[src/rtl/ccr_pkg.sv]
package ccr_pkg;

    localparam int CCR_W   = 8;
    localparam int BIT_H   = 4;
    localparam int BIT_I   = 3;
    localparam int BIT_N   = 2;
    localparam int BIT_Z   = 1;
    localparam int BIT_C   = 0;

    typedef enum logic [1:0] {
        OPC_OTHER = 2'd0,
        OPC_ADD   = 2'd1,
        OPC_ADC   = 2'd2,
        OPC_SPARE = 2'd3
    } op_class_e;

    typedef struct packed {
        logic h;
        logic n;
        logic z;
        logic c;
    } arith_flags_t;

    function automatic logic is_add_class(op_class_e oc);
        return (oc == OPC_ADD) || (oc == OPC_ADC);
    endfunction

    function automatic logic [CCR_W-1:0] pack_status(arith_flags_t f, logic mask);
        logic [CCR_W-1:0] b;
        b        = '1;
        b[BIT_H] = f.h;
        b[BIT_I] = mask;
        b[BIT_N] = f.n;
        b[BIT_Z] = f.z;
        b[BIT_C] = f.c;
        return b;
    endfunction

    function automatic arith_flags_t unpack_flags(logic [CCR_W-1:0] b);
        arith_flags_t f;
        f.h = b[BIT_H];
        f.n = b[BIT_N];
        f.z = b[BIT_Z];
        f.c = b[BIT_C];
        return f;
    endfunction

endpackage

[src/rtl/ccr_flag_logic.sv]
module ccr_flag_logic
    import ccr_pkg::*;
#(
    parameter int DATA_W = 8
) (
    input  arith_flags_t      cur,
    input  op_class_e         oc,
    input  logic [DATA_W-1:0] res,
    input  logic              half,
    input  logic              carry,
    input  logic              upd_nz,
    input  logic              upd_c,
    input  logic              reload,
    input  arith_flags_t      reload_val,
    output arith_flags_t      nxt
);
    localparam int MSB = DATA_W - 1;

    always_comb begin
        nxt = cur;
        if (reload) begin
            nxt = reload_val;
        end else begin
            if (is_add_class(oc)) nxt.h = half;
            if (upd_nz) begin
                nxt.n = res[MSB];
                nxt.z = (res == '0);
            end
            if (upd_c) nxt.c = carry;
        end
    end
endmodule

[src/rtl/ccr_mask_ctrl.sv]
module ccr_mask_ctrl (
    input  logic clk,
    input  logic rst,
    input  logic set_mask,
    input  logic clr_mask,
    input  logic reload,
    input  logic reload_mask,
    input  logic irq_req,
    output logic mask_q,
    output logic pend_q,
    output logic take_q
);
    logic req_any;
    logic fire;
    logic mask_nxt;

    always_comb begin
        req_any  = pend_q | irq_req;
        fire     = !mask_q && req_any && !set_mask && !reload;
        mask_nxt = mask_q;
        if (reload)        mask_nxt = reload_mask;
        else if (set_mask) mask_nxt = 1'b1;
        else if (clr_mask) mask_nxt = 1'b0;
        if (fire)          mask_nxt = 1'b1;
    end

    always_ff @(posedge clk) begin
        if (rst) begin
            mask_q <= 1'b1;
            pend_q <= 1'b0;
            take_q <= 1'b0;
        end else begin
            mask_q <= mask_nxt;
            pend_q <= fire ? 1'b0 : req_any;
            take_q <= fire;
        end
    end


    reset_state_chk: assert property (@(posedge clk)
        rst |=> (mask_q && !pend_q && !take_q));


    take_single_chk: assert property (@(posedge clk) disable iff (rst)
        take_q |=> !take_q);


    take_masks_chk: assert property (@(posedge clk) disable iff (rst)
        take_q |-> (mask_q && !pend_q));


    pend_hold_chk: assert property (@(posedge clk) disable iff (rst)
        (pend_q && mask_q && !reload && !clr_mask) |=> pend_q);


    no_take_on_set_chk: assert property (@(posedge clk) disable iff (rst)
        (set_mask || reload) |=> !take_q);


    pend_taken_chk: assert property (@(posedge clk) disable iff (rst)
        (pend_q && !mask_q && !set_mask && !reload) |=> take_q);
endmodule

[src/rtl/ccr_unit.sv]
module ccr_unit
    import ccr_pkg::*;
#(
    parameter int DATA_W = 8
) (
    input  logic              clk,
    input  logic              rst,
    input  logic [1:0]        op_class,
    input  logic [DATA_W-1:0] alu_res,
    input  logic              alu_half,
    input  logic              alu_carry,
    input  logic              upd_nz,
    input  logic              upd_c,
    input  logic              cli_stb,
    input  logic              sei_stb,
    input  logic              stop_stb,
    input  logic              wait_stb,
    input  logic              rti_stb,
    input  logic [CCR_W-1:0]  rti_byte,
    input  logic              irq_req,
    output logic [CCR_W-1:0]  ccr_q,
    output logic              take_irq,
    output logic              irq_pending
);
    arith_flags_t flags_q;
    arith_flags_t flags_nxt;
    logic         mask_q;
    logic         clr_any;
    logic         unused_top_bits;

    assign clr_any         = cli_stb | stop_stb | wait_stb;
    assign unused_top_bits = ^rti_byte[CCR_W-1:BIT_H+1];

    ccr_flag_logic #(.DATA_W(DATA_W)) u_flags (
        .cur        (flags_q),
        .oc         (op_class_e'(op_class)),
        .res        (alu_res),
        .half       (alu_half),
        .carry      (alu_carry),
        .upd_nz     (upd_nz),
        .upd_c      (upd_c),
        .reload     (rti_stb),
        .reload_val (unpack_flags(rti_byte)),
        .nxt        (flags_nxt)
    );

    // Flags are deliberately not reset.
    always_ff @(posedge clk) begin
        if (!rst) flags_q <= flags_nxt;
    end

    ccr_mask_ctrl u_mask (
        .clk         (clk),
        .rst         (rst),
        .set_mask    (sei_stb),
        .clr_mask    (clr_any),
        .reload      (rti_stb),
        .reload_mask (rti_byte[BIT_I]),
        .irq_req     (irq_req),
        .mask_q      (mask_q),
        .pend_q      (irq_pending),
        .take_q      (take_irq)
    );

    assign ccr_q = pack_status(flags_q, mask_q);


    reload_chk: assert property (@(posedge clk) disable iff (rst)
        rti_stb |=> (ccr_q[BIT_H:0] == $past(rti_byte[BIT_H:0])));


    half_hold_chk: assert property (@(posedge clk) disable iff (rst)
        (!rti_stb && !is_add_class(op_class_e'(op_class))) |=> $stable(ccr_q[BIT_H]));


    carry_load_chk: assert property (@(posedge clk) disable iff (rst)
        (upd_c && !rti_stb) |=> (ccr_q[BIT_C] == $past(alu_carry)));


    zero_load_chk: assert property (@(posedge clk) disable iff (rst)
        (upd_nz && !rti_stb) |=> (ccr_q[BIT_Z] == ($past(alu_res) == '0)));
endmodule

[config.mk]
export PLATFORM = sky130hd
export DESIGN_NAME = ccr_unit
export DESIGN_NICKNAME = d
export VERILOG_FILES = /design/src/rtl/ccr_pkg.sv /design/src/rtl/ccr_flag_logic.sv /design/src/rtl/ccr_mask_ctrl.sv /design/src/rtl/ccr_unit.sv
export SDC_FILE = /design/constraint.sdc
export NUM_CORES = 1
export LEC_CHECK = 0
export BUFFER_PORTS_ARGS = -buffer_cell sky130_fd_sc_hd__buf_4
export CELL_PAD_IN_SITES_DETAIL_PLACEMENT = 1
export CELL_PAD_IN_SITES_GLOBAL_PLACEMENT = 1
export CORE_ASPECT_RATIO = 1.1
export CORE_MARGIN = 1
export CORE_UTILIZATION = 22
export CTS_BUF_LIST = sky130_fd_sc_hd__clkbuf_4 sky130_fd_sc_hd__clkbuf_8
export DETAILED_ROUTE_END_ITERATION = 16
export GPL_TIMING_DRIVEN = 0
export PLACE_DENSITY = 0.85
export SETUP_SLACK_MARGIN = 0.2
export SYNTH_ARGS = -nofsm -noshare
export SYNTH_HDL_FRONTEND = slang
export SYNTH_SLANG_ARGS = --single-unit
[constraint.sdc]
create_clock -name clk -period 1.25 [get_ports clk]
set_input_delay 0.125 -clock clk [delete_from_list [all_inputs] [get_ports clk]]
set_output_delay 0.125 -clock clk [all_outputs]
set_load 0.01 [all_outputs]
# Word-level counts from Yosys, hierarchy flattened
# Cells that the tools add are included.
[op_classes]
eq_ne = 2
mux = 7
bitwise = 4
n_reduce_logical = 16
[ops]
columns = ["op", "count"]
rows = [
  ["$logic_not A8 Y1", 1],
  ["$reduce_and A2 Y1", 3],
  ["$reduce_bool A2 Y1", 3],
  ["$mux W1", 5],
  ["$mux W4", 1],
  ["$logic_and A1 B1 Y1", 3],
  ["$logic_not A1 Y1", 3],
  ["$or A1 B1 Y1", 3],
  ["$reduce_bool A3 Y1", 1],
  ["$eq A2 B1 Y1 const B", 1],
  ["$eq A2 B2 Y1 const B", 1],
  ["$mux W2", 1],
  ["$reduce_or A2 Y1", 1],
  ["$logic_or A1 B1 Y1", 1],
  ["$not A1 Y1", 1],
]
[word_totals]
regBits = 7
in_bits = 30

# Longest topological paths before layout
# Gate-level depths: netlist (run 1).
[depth]
depth_word = 5
depth_mapped = 3
mapped_depth_nobuf = 3

# By module
# From an unflattened synthesis (run 1), not the netlist that was laid out.
[unflattened]
cells_unflattened = 38
area_unflattened_um2 = 396.6
[by_module_without_submodules]
columns = ["mod", "instances", "cells_per_inst", "area_per_inst_um2", "seq_area_each_um2"]
rows = [
  ["ccr_unit", 1, 11, 163.9, 120.1],
  ["ccr_flag_logic", 1, 16, 123.9, 0.0],
  ["ccr_mask_ctrl", 1, 11, 108.9, 60.1],
]

# Worst setup path after synthesis (run 1)
# OpenSTA, ideal clock, no wires.
[synth_timing]
kind = "register to register"
start = "reg u_mask.mask_q"
end = "reg u_mask.mask_q"
setup_ns = 0.127
t_arrival_ns = 0.923
t_required_ns = 1.123
path_slack_ns = 0.200
stages_incl_launch_ff = 4
period_less_slack_ns = 1.050
cell_sequence = "dfxtp_1 > nor4b_1 > o31a_1 > or3_1"
[synth_via]
elab_chain_cells = 5
[synth_lines]
columns = ["item", "line_no", "source"]
rows = [
  ["start, declared", "ccr_mask_ctrl.sv:9", "output logic mask_q,"],
  ["start signal, assigned", "ccr_mask_ctrl.sv:33", "mask_q <= mask_nxt;"],
  ["$logic_not A1 Y1", "ccr_mask_ctrl.sv:19", "fire = !mask_q && req_any && !set_mask && !reload;"],
  ["$logic_and A1 B1 Y1 (3 in series)", "ccr_mask_ctrl.sv:19", ""],
  ["$reduce_or A2 Y1 (no source line)", "-", ""],
]
# Every way passes these cells.
# A chain may end at the register's enable or synchronous reset.

# Worst setup path in the final report (run 1)
# Ends and elaborated chain as after synthesis.

==> results of run 1 <==
-- cell families (layout without fill, tap and decap cells) --
group,after synthesis,count (layout),synth area share (%)
XOR/XNOR,1,1,2.38
AND/OR/NAND/NOR,16,16,22.1
buffers and inverters,5,42,11.2
flip-flops,7,7,49.0
AO/OA/AOI/OAI,2,2,5.10
multiplexers,3,3,9.18
other,1,3,1.02
-- power by group --
| group | internal, mW | total (mW) | switching, mW |
|---|---|---|---|
| registers | 0.264 | 0.270 | 0.00576 |
| logic | 0.102 | 0.159 | 0.0562 |
| clock network | 0.144 | 0.235 | 0.0912 |
| total | 0.511 | 0.664 | 0.153 |
-- placed cells by master (no fill, tap or decap), drive strengths merged, types with 2 or more instances in the layout --
cell and n:
buf 38, nor2 8, edfxtp 4, clkbuf 4
mux2 3, conb 3, dfxtp 3, nor4 2
nor3 2
-- stage by stage --
step / hold WS (ns) / setup WS [ns] / power [mW] / util [%] / cell area [sq um]
after floorplan: 0.197 / 0.200 / 0.334 / - / 375
after global placement: 0.342 / 0.173 / 0.428 / 41.4 / 644
after detailed placement: 0.344 / 0.164 / 0.434 / 41.4 / 644
after CTS: 0.0757 / 0.160 / 0.670 / 43.3 / 674
after global routing: 0.0808 / 0.143 / 0.689 / 43.4 / 676
final: 0.0830 / 0.171 / 0.664 / 43.4 / 676
-- state kept, by name, summed over array words and instances, names as in the netlist --
register / flops
ccr_q: 4
u_mask.mask_q: 1
u_mask.pend_q: 1
u_mask.take_q: 1
-- repair_timing --
item,4_1_cts,5_1_grt
pin swaps,0,0
endpoints found under the setup margin,1,2
gates resized for setup,0,1
-- path summary, 6_finish.rpt --
| kind | start | endpoint | slack [ns] |
|---|---|---|---|
| worst max-delay path | u_mask.mask_q | u_mask.mask_q | 0.17 |
| worst min-delay path | rst | u_mask.take_q | 0.08 |
| worst max register to register | u_mask.mask_q | u_mask.mask_q | 0.17 |
| worst min register to register | u_mask.mask_q | u_mask.take_q | 0.57 |
-- final cells by class --
class	instances	area, sq um	share of cell area [%]
Timing Repair Buffer	33	248	36.7
Clock buffer	4	30.0	4.44
Multi-Input combinational cell	25	154	22.8
Tap cell	17	21.3	3.15
Buffer	5	41.3	6.11
Sequential cell	7	181	26.9
-- worst max-delay path, delay by kind of cell (launching register included) --
kind / cells / cell delay, ns
AOI/OAI and AO/OA: 1 / 0.22
DFF: 1 / 0.32
and+or+nand+nor: 2 / 0.42
-- routing by layer --
layer	vias to the layer above	global-route usage, %	share of wire (%)
li1	196	-	-
met1	184	10.2	33
met2	17	21.9	58
met3	4	1.48	5.2
met4	0	14.0	3.6
met5	-	0	0
==> flow_summary.toml, run 1 <==
[outcome]
status = "finished clean"

[grt]
grt_max_degree = 11
grt_pass1_vias = 355
grt_pass1_wl_mm = 1.38
gr-total-overflow = 0
track_usage_pct = 12.4
antenna_found_initial = 0

[synth]
yosys.area.top_type = "edfxtp_1"
ys.warnings.count = 0
synth_area_leaders = "edfxtp_1 33%, dfxtp_1 16%, mux2_2 9.2%"
synthCells = 35
async_reset_ff_share_pct = 0
synthTopCellsByCount = "8 x nor2_1, 4 x buf_4, 4 x edfxtp_1"
synth-edff-count = 4
synthFlopType = "edfxtp_1"
synth.distinct_cells = 16
ys_seq_elements = 7
synth_area_per_cell_sq_um = 10.5
ys_seq_area_share_pct = 49.0
synth_most_common_cell = "nor2_1"
synth_area_sq_um = 368
netlist.area_leader.share_pct = 32.7

[clock_network]
clk_latency_ns = 0.25
cts_root_buf = "clkbuf_4"
cts_hold_buf = 0
clock_path_buffers = 2
cts.clk_slew.worst_paths_ns = 0.05
cts_tree = "built"
htreeDepth = 1
cts.sink_count = 7
post_cts.repair.setup_buffers = 0
numCtsBuffers = 3

[floorplan]
die_h_um = 44.9
coreArea_sq_um = 1560
start_util_pct = 23.6
fp-row-count = 15
dieArea_sq_um = 1840
io-pin-count = 40
die_x_um = 41.0

[placed_design]
dp_cells = 87
place.gp.congestion = 0.567
port_buffers = 33

[worst_setup_path]
cp_data_arrival_time_ns = 1.21
cp-end-kind = "flop"
cp_slowest_cell = "dfxtp_2"
critPathRequiredTime_ns = 1.38
path_cells = "nor4b_1 -> o31a_1 -> or3_1"
r2r_cells = 3
startpoint_type = "flop"
slowest_delay_ns = 0.32
crit_fanout = 3
crit_type = "reg -> reg"

[route]
firstDrtPassIters = 4
vias_per_cell = 4.41
vias = 401
dr.first_iter.drc_count = 2
wl_per_cell_um = 12.4
drc = 0
wl_mm = 1.13
antenna_left = 0

[flow_run]
drv_cap = 0

[finish]
fin_nets = 105
diodes = 0
instances_no_fill = 91
area_growth_syn_to_layout_pct = 83.7
num-fill-cells = 201
drive_gt1_share_pct = 62.2

[timing]
max_freq_mhz = 927
period_share_pct = 86.3
final.setup.tns_ns = 0
drv_slew = 0
setup_violations = 0
hold_violations = 0
fin_skew_ns = 0.0000477
finalCriticalPeriod_ns = 1.08
rsz0062_at_grt = "yes"

[power_and_ir_drop]
cellPowerDensity_nw_per_um2 = 983
power_leakage_nw = 0.320
ir_drop_mv = 0.306

[min_path]
hold_class = "in -> reg"
whs_path_depth = 2
(Power assumes the default switching activity.)
==> run 2, diff against run 1 <==
--- a/config.mk
+++ b/config.mk
@@ -9,12 +9,13 @@
 export CELL_PAD_IN_SITES_DETAIL_PLACEMENT = 1
 export CELL_PAD_IN_SITES_GLOBAL_PLACEMENT = 1
 export CORE_ASPECT_RATIO = 1.1
-export CORE_MARGIN = 1
+export CORE_MARGIN = 1.5
 export CORE_UTILIZATION = 22
 export CTS_BUF_LIST = sky130_fd_sc_hd__clkbuf_4 sky130_fd_sc_hd__clkbuf_8
 export DETAILED_ROUTE_END_ITERATION = 16
 export GPL_TIMING_DRIVEN = 0
 export PLACE_DENSITY = 0.85
+export REMOVE_ABC_BUFFERS = 1
 export SETUP_SLACK_MARGIN = 0.2
 export SYNTH_ARGS = -nofsm -noshare
 export SYNTH_HDL_FRONTEND = slang
==> run 2 against run 1 <==
Register-to-register slack is essentially flat. Sequential share of layout area increased by 1.1 points. Global-route usage is 2.1 points lower. Clock power shrank 5%. Sequential cell count is the same. Critical endpoint unchanged. Highest routed layer unchanged.
==> flow_summary.toml, run 2 (synthesis gave the netlist of run 1 again) <==
[worst_setup_path]
cp_data_arrival_time_ns = 1.21
crit_type = "reg -> reg"
cp-end-kind = "flop"
startpoint_type = "flop"
rrSetupSlack_ns = 0.16
crit_fanout = 2
critPathRequiredTime_ns = 1.37
r2r-start = "u_mask.mask_q"
critical_path.startpoint = "u_mask.mask_q"

[grt]
track_usage_pct = 10.3
gr-total-overflow = 0
grt_pass1_wl_mm = 1.44
antenna_found_initial = 0
grt_pass1_vias = 386
grt_max_degree = 12

[finish]
num-fill-cells = 196
drive_gt1_share_pct = 61.4
largest_reg_flops = 4
area_growth_syn_to_layout_pct = 76.2
diodes = 0
fin_nets = 101
fin_area_sq_um = 648
mostFrequentLayoutCell = "buf_4"
mostFrequentLayoutCells = "34 x buf_4, 8 x nor2_1, 4 x edfxtp_1, 4 x clkbuf_4"

[min_path]
min-delay-start = "rst"
hold_class = "in -> reg"

[power_and_ir_drop]
ir_drop_mv = 0.458
power_leakage_nw = 0.302
power_mw = 0.639
cellPowerDensity_nw_per_um2 = 986

[floorplan]
die_h_um = 45.9
coreArea_sq_um = 1580
io-pin-count = 40
start_util_pct = 23.3
fp-row-count = 15
dieArea_sq_um = 1930
die_x_um = 42.0

[route]
dr.first_iter.drc_count = 1
drc = 0
wl_um = 919
firstDrtPassIters = 2
vias_per_cell = 4.39
wl_per_cell_um = 10.6
antenna_left = 0
vias = 382

[timing]
setup_violations = 0
post-route-worst-setup-slack_ns = 0.163
whs_ns = 0.0893
final.setup.tns_ns = 0
finalCriticalPeriod_ns = 1.09
fin_skew_ns = 0.000404
period_share_pct = 87.0
drv_slew = 0
hold_violations = 0
rsz0062_at_grt = "yes"
max_freq_mhz = 920

[placed_design]
place.gp.congestion = 0.636
dpl-instance-area_sq_um = 603
dp_hpwl_um = 753
post-place-ws_ns = 0.156
port_buffers = 33

[clock_network]
htreeDepth = 1
numCtsBuffers = 3
clk_latency_ns = 0.24
clock_path_buffers = 2
cts.clk_slew.worst_paths_ns = 0.06
cts.sink_count = 7
cts_hold_buf = 0
cts_tree = "built"
cts_root_buf = "clkbuf_4"

[flow_run]
drv_cap = 0

[outcome]
status = "finished clean"
-- run 2: changes by cell type in the layout (fill, tap and decap cells not counted) --
cell | before | now
buf_4 | 37 | 34
buf_6 | 1 | 0
nor4_1 | 2 | 1
nor4_2 | 0 | 1
-- run 2: per-stage QoR --
stage / util, % / instances
global placement: 38.3 / 82
CTS: 40.7 / 87
global route: 41.1 / 87
detailed placement: 38.3 / 82
finish: 41.1 / 87
floorplan: - / 32
-- run 2: area by class of cell --
cell class	count	area, sq um	area share [%]
Clock buffer	4	30.0	4.63
Multi-Input combinational cell	25	160	24.7
Tap cell	17	21.3	3.28
Sequential cell	7	181	28.0
Timing Repair Buffer	34	255	39.4
-- run 2: critical path: stages (launching register included) --
cell and delay (ns):
dfxtp_2 0.32, nor4b_1 0.13, o31a_1 0.22, or3_1 0.30
-- run 2: worst paths after layout --
check,cells past startpoint,to
setup / recovery,3,u_mask.mask_q
hold / removal,2,u_mask.take_q
setup reg to reg,3,u_mask.mask_q
hold reg to reg,2,u_mask.pend_q
-- run 2: timing repair --
item                                   4_1_cts  5_1_grt
pin swaps                                    0        0
gates resized for setup                      1        1
setup endpoints to repair                    1        3
endpoints found under the hold margin        0        0
buffers inserted                             1        0
-- run 2: power by group --
group          internal (mW)  switching [mW]  total, mW
sequential             0.264         0.00517      0.270
clock                  0.143          0.0795      0.223
combinational         0.0937          0.0528      0.147
total                  0.501           0.137      0.639
-- run 2: routing by layer --
| metal | part of all wire, % | vias to the layer above | global-route usage, % | wire, um |
|---|---|---|---|---|
| met2 | 54 | 22 | 20.3 | 499 |
| met3 | 12 | 2 | 5.16 | 109 |
| met4 | 0.44 | 0 | 3.87 | 4 |
| li1 | - | 188 | - | - |
| met5 | 0 | - | 0 | 0 |
| met1 | 33 | 170 | 9.11 | 306 |
==> run 3, diff against run 2 <==
--- a/config.mk
+++ b/config.mk
@@ -10,11 +10,11 @@
 export CELL_PAD_IN_SITES_GLOBAL_PLACEMENT = 1
 export CORE_ASPECT_RATIO = 1.1
 export CORE_MARGIN = 1.5
-export CORE_UTILIZATION = 22
+export CORE_UTILIZATION = 24
 export CTS_BUF_LIST = sky130_fd_sc_hd__clkbuf_4 sky130_fd_sc_hd__clkbuf_8
 export DETAILED_ROUTE_END_ITERATION = 16
 export GPL_TIMING_DRIVEN = 0
-export PLACE_DENSITY = 0.85
+export PLACE_DENSITY = 0.91
 export REMOVE_ABC_BUFFERS = 1
 export SETUP_SLACK_MARGIN = 0.2
 export SYNTH_ARGS = -nofsm -noshare
==> constraint.sdc (replaced) <==
create_clock -name clk -period 1.3 [get_ports clk]
set_input_delay 0.13 -clock clk [delete_from_list [all_inputs] [get_ports clk]]
set_output_delay 0.13 -clock clk [all_outputs]
set_load 0.01 [all_outputs]
==> run 3 against run 2 <==
Utilization is 4.1 points higher. Wire length rose by 1.7%. Worst hold slack got worse by 0.014 ns. Clock skew is 0.0046 ns higher. Sequential power decreased by 4%. Register-to-register slack improved by 0.05 ns. Global-route usage grew 2.3 points.
==> flow_summary.toml, run 3 (synthesis gave the netlist of run 1 again) <==
[power_and_ir_drop]
switchingPower_mw = 0.141
p_comb_share_pct = 21.8
power_leakage_nw = 0.297
seq_power_share_pct = 41.8
power_frac_clock_pct = 36.4
switching_share_pct = 22.7
ir_drop_mv = 0.413
cellPowerDensity_nw_per_um2 = 981
internal-power_mw = 0.480

[timing]
max_freq_mhz = 919
final.setup.tns_ns = 0
period_share_pct = 83.7
fin_skew_ns = 0.00497
hold_violations = 0
rsz0062_at_grt = "yes"
setup_violations = 0
drv_slew = 0
finalCriticalPeriod_ns = 1.09

[clock_network]
cts.sink_count = 7
cts_root_buf = "clkbuf_4"
cts_hold_buf = 0
cts.clk_slew.worst_paths_ns = 0.05
post_cts_resized = 0
htreeDepth = 1
post_cts.repair.setup_buffers = 0
clk_latency_ns = 0.26
numCtsBuffers = 3
cts_tree = "built"
clock_path_buffers = 2

[placed_design]
dp_hpwl_um = 753
place.gp.congestion = 0.615
dpl-instance-area_sq_um = 602
port_buffers = 33

[floorplan]
fp-row-count = 14
start_util_pct = 26.3
die_x_um = 40.3
io-pin-count = 40
die_h_um = 44.1
coreArea_sq_um = 1400
dieArea_sq_um = 1780

[finish]
area_growth_syn_to_layout_pct = 72.1
mostFrequentLayoutCells = "33 x buf_4, 8 x nor2_1, 4 x edfxtp_1, 4 x clkbuf_4"
diodes = 0
fin_nets = 100
largest_reg_flops = 4
mostFrequentLayoutCell = "buf_4"
drive_gt1_share_pct = 59.4
fin_area_sq_um = 633
num-fill-cells = 170

[route]
dr_wl_met2_um = 533
dr_wl_met3_um = 109
vias_per_cell = 4.55
drc = 0
wl_um = 935
antenna_left = 0
m1WireLength_um = 275
wl_per_cell_um = 11.0
highest_layer = "met4"
vias = 387
dr.first_iter.drc_count = 3
firstDrtPassIters = 3

[worst_setup_path]
critPathBufInv = 0
cp_top_family = "simple AND/OR/NAND/NOR gates"
r2r_cells = 3
cp_data_arrival_time_ns = 1.22
cp-end-kind = "flop"
crit_fanout = 3
cp_slowest_cell = "dfxtp_2"
critPathRequiredTime_ns = 1.43
slowest_delay_ns = 0.32
crit_cells = 3
path_cells = "nor4b_1 -> o31a_1 -> or3_1"
crit_type = "reg -> reg"
startpoint_type = "flop"

[grt]
grt_pass1_vias = 380
antenna_found_initial = 0
grt_max_degree = 12
gr-total-overflow = 0
grt_pass1_wl_mm = 1.43
track_usage_pct = 12.6

[outcome]
status = "finished clean"

[min_path]
whs_path_depth = 2
hold_class = "in -> reg"

[flow_run]
drv_cap = 0
==> run 3: stage by stage <==
stage | hold slack (ns) | cells | total power [mW] | setup WS, ns | utilization, %
global route | 0.0719 | 85 | 0.659 | 0.166 | 45.2
global placement | 0.345 | 81 | 0.397 | 0.225 | 42.9
finish | 0.0755 | 85 | 0.621 | 0.211 | 45.2
CTS | 0.0696 | 85 | 0.637 | 0.207 | 45.1
floorplan | 0.202 | 32 | 0.305 | 0.207 | -
detailed placement | 0.346 | 81 | 0.401 | 0.221 | 42.9
==> run 3: worst reg2reg max path, delay by kind of cell (launching register included) <==
kind | cells | cell delay, ns
AND/OR/NAND/NOR | 2 | 0.43
flip-flops | 1 | 0.32
AO/OA/AOI/OAI | 1 | 0.22
==> run 3: final cells by class <==
cell class	instances	area (sq um)	area share [%]
timing repair buffer	33	248	39.1
clock buffer	4	30.0	4.74
multi-input combinational	25	154	24.3
tap	16	20.0	3.16
sequential	7	181	28.7
==> run 3: metal layers <==
metal  GRT usage, %  vias up
li1               -      186
met1           10.2      174
met2           22.5       25
met3           7.54        2
met4           6.00        0
met5              0        -
==> run 3: path summary, 6_finish.rpt <==
path	slack (ns)	startpoint	end
worst min-delay path	0.08	rst	u_mask.take_q
worst min register to register	0.54	u_mask.pend_q	u_mask.pend_q
worst max-delay path	0.21	u_mask.mask_q	u_mask.mask_q
worst max register to register	0.21	u_mask.mask_q	u_mask.mask_q
==> run 3: power groups by stage <==
| stage | Sequential (mW) | Combinational [mW] | Clock [mW] |
|---|---|---|---|
| final | 0.260 | 0.135 | 0.226 |
| after global routing | 0.261 | 0.149 | 0.249 |
| after CTS | 0.259 | 0.138 | 0.240 |
| after detailed placement | 0.264 | 0.137 | 0 |
| after global placement | 0.264 | 0.133 | 0 |
| after floorplan | 0.273 | 0.0322 | 0 |
